$ cat src/rtl/gated_alu16_pkg.sv
package gated_alu16_pkg;
    localparam int DATA_W   = 16;
    localparam int CODE_W   = 4;
    localparam int SEL_W    = 2;
    localparam int SUB_W    = CODE_W - SEL_W;
    localparam int NUM_UNIT = 1 << SEL_W;

    typedef enum logic [SEL_W-1:0] {
        UNIT_ARITH_A = 2'd0,
        UNIT_ARITH_B = 2'd1,
        UNIT_LOGIC_A = 2'd2,
        UNIT_LOGIC_B = 2'd3
    } unit_kind_e;
endpackage

$ cat src/rtl/alu_unit_dec.sv
module alu_unit_dec #(
    parameter int SEL_W = 2,
    localparam int NUM  = 1 << SEL_W
) (
    input  logic [SEL_W-1:0] sel,
    output logic [NUM-1:0]   en_onehot
);
    always_comb begin
        en_onehot = '0;
        en_onehot[sel] = 1'b1;
    end
endmodule

$ cat src/rtl/alu_subunit.sv
module alu_subunit
    import gated_alu16_pkg::*;
#(
    parameter int         W     = 16,
    parameter int         SW    = 2,
    parameter unit_kind_e KIND  = UNIT_ARITH_A
) (
    input  logic          clk,
    input  logic          rst,
    input  logic          load_en,
    input  logic [W-1:0]  a_in,
    input  logic [W-1:0]  b_in,
    input  logic          c_in,
    input  logic [SW-1:0] sub_in,
    output logic [W-1:0]  res,
    output logic          co
);
    logic [W-1:0]  a_q, b_q;
    logic          c_q;
    logic [SW-1:0] sub_q;

    // Enable-model of a low-transparent latch clock gate: the unit's
    // registers update only on edges where its decoded enable is set.
    always_ff @(posedge clk) begin
        if (rst) begin
            a_q   <= '0;
            b_q   <= '0;
            c_q   <= 1'b0;
            sub_q <= '0;
        end else if (load_en) begin
            a_q   <= a_in;
            b_q   <= b_in;
            c_q   <= c_in;
            sub_q <= sub_in;
        end
    end

    generate
        if (KIND == UNIT_ARITH_A) begin : g_arith_a
            always_comb begin
                res = '0;
                co  = 1'b0;
                unique case (sub_q)
                    2'd0: {co, res} = {1'b0, a_q} + {1'b0, b_q};
                    2'd1: begin
                        res = a_q - b_q;
                        co  = (a_q < b_q);
                    end
                    2'd2: res = a_q + {{(W-1){1'b0}}, 1'b1};
                    default: res = a_q - {{(W-1){1'b0}}, 1'b1};
                endcase
            end
        end else if (KIND == UNIT_ARITH_B) begin : g_arith_b
            logic [W-1:0] prod_lo;
            assign prod_lo = a_q * b_q;
            always_comb begin
                res = '0;
                co  = 1'b0;
                unique case (sub_q)
                    2'd0: res = prod_lo;
                    2'd1: {co, res} = {1'b0, a_q} + {1'b0, b_q} + {{W{1'b0}}, c_q};
                    2'd2: res = '0;
                    default: res = '1;
                endcase
            end
        end else if (KIND == UNIT_LOGIC_A) begin : g_logic_a
            assign co = 1'b0;
            always_comb begin
                unique case (sub_q)
                    2'd0: res = ~a_q;
                    2'd1: res = a_q & b_q;
                    2'd2: res = a_q | b_q;
                    default: res = a_q ^ b_q;
                endcase
            end
        end else begin : g_logic_b
            assign co = 1'b0;
            always_comb begin
                unique case (sub_q)
                    2'd0: res = {a_q[W-2:0], 1'b0};
                    2'd1: res = {1'b0, a_q[W-1:1]};
                    2'd2: res = {a_q[W-2:0], a_q[W-1]};
                    default: res = {a_q[0], a_q[W-1:1]};
                endcase
            end
        end
    endgenerate
endmodule

$ cat src/rtl/gated_alu16.sv
module gated_alu16
    import gated_alu16_pkg::*;
(
    input  logic              clk,
    input  logic              rst,
    input  logic [DATA_W-1:0] opa,
    input  logic [DATA_W-1:0] opb,
    input  logic              cin,
    input  logic [CODE_W-1:0] opcode,
    output logic [DATA_W-1:0] result,
    output logic              carry
);
    logic [NUM_UNIT-1:0]             unit_en;
    logic [NUM_UNIT-1:0][DATA_W-1:0] unit_res;
    logic [NUM_UNIT-1:0]             unit_co;
    logic [SEL_W-1:0]                sel_q;

    alu_unit_dec #(.SEL_W(SEL_W)) u_dec (
        .sel       (opcode[CODE_W-1 -: SEL_W]),
        .en_onehot (unit_en)
    );

    for (genvar u = 0; u < NUM_UNIT; u++) begin : g_unit
        alu_subunit #(
            .W    (DATA_W),
            .SW   (SUB_W),
            .KIND (unit_kind_e'(u))
        ) u_sub (
            .clk     (clk),
            .rst     (rst),
            .load_en (unit_en[u]),
            .a_in    (opa),
            .b_in    (opb),
            .c_in    (cin),
            .sub_in  (opcode[SUB_W-1:0]),
            .res     (unit_res[u]),
            .co      (unit_co[u])
        );
    end

    always_ff @(posedge clk) begin
        if (rst) begin
            sel_q  <= '0;
            result <= '0;
            carry  <= 1'b0;
        end else begin
            sel_q  <= opcode[CODE_W-1 -: SEL_W];
            result <= unit_res[sel_q];
            carry  <= unit_co[sel_q];
        end
    end
endmodule

$ cat config.mk
export PLATFORM = sky130hd
export DESIGN_NAME = gated_alu16
export DESIGN_NICKNAME = d
export VERILOG_FILES = /design/src/rtl/gated_alu16_pkg.sv /design/src/rtl/alu_unit_dec.sv /design/src/rtl/alu_subunit.sv /design/src/rtl/gated_alu16.sv
export SDC_FILE = /design/constraint.sdc
export NUM_CORES = 1
export LEC_CHECK = 0
export ABC_AREA = 1
export ABC_CLOCK_PERIOD_IN_PS = 9160
export BUFFER_PORTS_ARGS = -buffer_cell sky130_fd_sc_hd__buf_2
export CAP_MARGIN = 20
export CELL_PAD_IN_SITES_DETAIL_PLACEMENT = 1
export CELL_PAD_IN_SITES_GLOBAL_PLACEMENT = 2
export CORE_MARGIN = 2
export CORE_UTILIZATION = 39
export CTS_BUF_LIST = sky130_fd_sc_hd__clkbuf_4 sky130_fd_sc_hd__clkbuf_8
export DETAILED_ROUTE_END_ITERATION = 8
export GPL_ROUTABILITY_DRIVEN = 1
export PLACE_DENSITY_LB_ADDON = 0.1
export SLEW_MARGIN = 0
export SYNTH_ARGS = -nofsm -noshare
export SYNTH_HDL_FRONTEND = slang
export SYNTH_HIERARCHICAL = 1
export SYNTH_SLANG_ARGS = --single-unit
$ cat constraint.sdc
create_clock -name clk -period 9.16 [get_ports clk]
set_clock_uncertainty 0.1 [all_clocks]
set_input_delay 1.374 -clock clk [delete_from_list [all_inputs] [get_ports clk]]
set_output_delay 1.374 -clock clk [all_outputs]
set_load 0.01 [all_outputs]
==> results.ini <==
[floorplanning]
placementRows=72
io_pins=56
start_util_pct=39.6
die_w_um=202
fp.dieH_um=202
die-area_um2=40900
core-area_um2=38700

[place]
post-place-ws_ns=2.91
hpwl_um=45200
place_congestion=0.890
port_buffers=55

[worst_setup_path]
crit_type=reg -> reg
cp_common_cell=nand2_1
arrival_ns=6.41
critPathBufInv=4
slowest_delay_ns=0.79
cpMaxStageDelayCell=dfxtp_1
crit_family=adder cells
required_ns=9.36
critPathLaunchType=register
end_kind=register
cp_max_fo=17

[clock_tree]
clk_pin_slew_ns=0.09
htreeDepth=4
cts_resized=0
clock-sinks=140
cts_buffer_depth=2
cts_hold_buf=0
cts_tree=yes
clkLatencyLatePin_ns=0.47
cts_made_buffers=17
root_buffer=clkbuf_8
cts_setup_buffers=0

[routing]
route.vias.total=15004
wl_um=56600
firstDrtPassIters=5
antenna_left=0
drc=0
wl_per_cell_um=19.2
vias_per_cell=5.09
drt_iter0_markers=845

[finish]
final_nets=2682
fill_cells=5283
area_delta_synth_final_pct=5.11
drive_above_1_share_pct=5.64

[power]
peakVddDrop_v=0.0000895
power-per-cell-area_nw_per_um2=114
leakagePower_nw=8.90
internal-power_mw=1.12
power_frac_comb_pct=30.2
pwr-share-seq_pct=38.0
sw_frac_of_total_pct=39.2
switchingPower_uw=722
power_frac_clock_pct=31.8

[global_routing]
antenna_found_initial=0
grt_pass1_wl_um=88300
grt_max_degree=86
grt_overflow=0
grt_pass1_vias=15303
grt_use_total_pct=28.2

[logic_synthesis]
ys_ff_latch=140
synth_nets=2702
synth_top_area_share_pct=19.5
synthFlopType=dfxtp_1
syn_area_per_cell_um2=6.30
ys_warn_count=6
synth_async_sr_flop_share_pct=0
syn-instance-count=2434
synth-seq-area-share_pct=18.3
synth_top_area_cell=nand2_1
synth.distinct_cells=49
synthTopCellsByArea=nand2_1 (19%), dfxtp_1 (18%), inv_1 (12%)
synth_edf_count=0
syn-cell-area_um2=15300
synth_top_cells_by_count=nand2_1 (795), inv_1 (501), nand3_1 (195), a21oi_1 (173), ha_1 (144)
synth.most_common_cell=nand2_1

[sta]
grt_setup_unrepaired=false
finalMaxSlewViolations=0
worst_pin_slew_ns=0.962
tns_ns=0
whs_ns=0.370
period_share_pct=67.9
hold_violations=0
maxSlewHeadroom_pct=35.9
finalWorstSetupSlack_ns=2.94
finalSetupViolations=0
period_needed_ns=6.22
max_freq_ghz=0.161

[status]
outcome=complete, no violations

[run]
max_cap_violations=0

[worst_hold_path]
hp-class=reg -> reg

## cell families (layout without fill, tap and decap cells)
| group | after synthesis | after routing | share of synthesized area (%) |
|---|---|---|---|
| flip-flops | 140 | 140 | 18.3 |
| AND/OR/NAND/NOR | 1171 | 1171 | 31.7 |
| other | 2 | 3 | 0.0489 |
| adder cells (fa/ha/maj) | 229 | 229 | 22.8 |
| XOR/XNOR | 5 | 5 | 0.285 |
| buffers and inverters | 620 | 613 | 17.2 |
| AO/OA/AOI/OAI | 267 | 267 | 9.58 |
## metal layers
layer  wire length [um]  up-vias  GRT usage [%]  part of all wire [%]
met5                  0        -              0                     0
met4               1880        0           9.33                   3.3
met3               2640       65           3.95                   4.7
met2              25700      317           45.7                    45
met1              26400     7229           38.5                    47
li1                   -     7393              -                     -
## state kept, by name, indices dropped and copies added, names as in the netlist
| register | cells |
|---|---|
| g_unit.u_sub/sub_q | 8 |
| g_unit.u_sub/a_q | 64 |
| sel_q | 2 |
| carry | 1 |
| g_unit.u_sub/b_q | 48 |
| g_unit.u_sub/c_q | 1 |
| result | 16 |
## power groups by stage
stage	Clock, mW	Sequential [mW]	Combinational (mW)
2_1_floorplan	0	0.684	0.390
3_3_place_gp	0	0.712	0.543
3_5_place_dp	0	0.714	0.554
4_1_cts	0.596	0.700	0.558
5_1_grt	0.619	0.706	0.629
6_report	0.585	0.700	0.557
## layout by cell type (no fill, tap or decap), types with 4 or more instances in the layout
cell type / netlist / routed
buf_4: 21 / 12
nand4_1: 26 / 26
o221ai_1: 4 / 4
inv_6: 0 / 4
clkbuf_8: 0 / 17
o211ai_1: 5 / 5
nor3_1: 10 / 10
nand3b_1: 9 / 9
o21ai_0: 42 / 42
o21ai_1: 5 / 5
or2_2: 4 / 4
bufinv_16: 0 / 4
buf_2: 22 / 54
nor2_1: 108 / 106
inv_1: 501 / 501
inv_2: 8 / 8
a21oi_1: 173 / 173
a211oi_1: 22 / 22
nor2_2: 5 / 7
ha_1: 144 / 144
nand3_1: 195 / 195
dfxtp_1: 140 / 140
nand2_1: 795 / 795
fa_1: 85 / 85
nand2_2: 5 / 5
## path summary, 6_finish.rpt
kind	start	to	slack, ns	depth (start not counted)
worst min-delay path	g_unit[1].u_sub/b_q[0]$_SDFFE_PP0P_	g_unit[1].u_sub/b_q[0]$_SDFFE_PP0P_	0.37	2
worst max register to register	g_unit[1].u_sub/b_q[1]$_SDFFE_PP0P_	result[15]$_SDFF_PP0_	2.94	26
worst max-delay path	g_unit[1].u_sub/b_q[1]$_SDFFE_PP0P_	result[15]$_SDFF_PP0_	2.94	26
worst min register to register	g_unit[1].u_sub/b_q[0]$_SDFFE_PP0P_	g_unit[1].u_sub/b_q[0]$_SDFFE_PP0P_	0.37	2
## layout make-up
| type | count | area [um^2] | share of cell area, % |
|---|---|---|---|
| multi-input cells | 1674 | 9900 | 61.4 |
| flip-flops and latches | 140 | 2800 | 17.4 |
| inverters | 514 | 1940 | 12.0 |
| well taps | 518 | 648 | 4.02 |
| repair buffers | 67 | 388 | 2.41 |
| clock buffers | 18 | 241 | 1.50 |
| clock inverters | 14 | 206 | 1.28 |
| diodes | 1 | 2.50 | 0.0155 |
## per-stage QoR
stage / power [mW] / utilization, % / cells / instance area (um^2)
2_1_floorplan: 1.07 / - / 2434 / 15300
3_3_place_gp: 1.26 / 40.4 / 2912 / 15600
3_5_place_dp: 1.27 / 40.4 / 2912 / 15600
4_1_cts: 1.85 / 41.6 / 2944 / 16100
5_1_grt: 1.95 / 41.6 / 2945 / 16100
6_report: 1.84 / 41.6 / 2946 / 16100
## worst register-to-register path, delay by kind of cell, from the launching register on
kind | cells | cell delay, ns
adders and majority gates | 7 | 3.46
and+or+nand+nor | 14 | 1.35
AOI/OAI and AO/OA | 1 | 0.08
DFF | 1 | 0.79
buffers and inverters | 4 | 0.23
(Power assumes the default switching activity.)
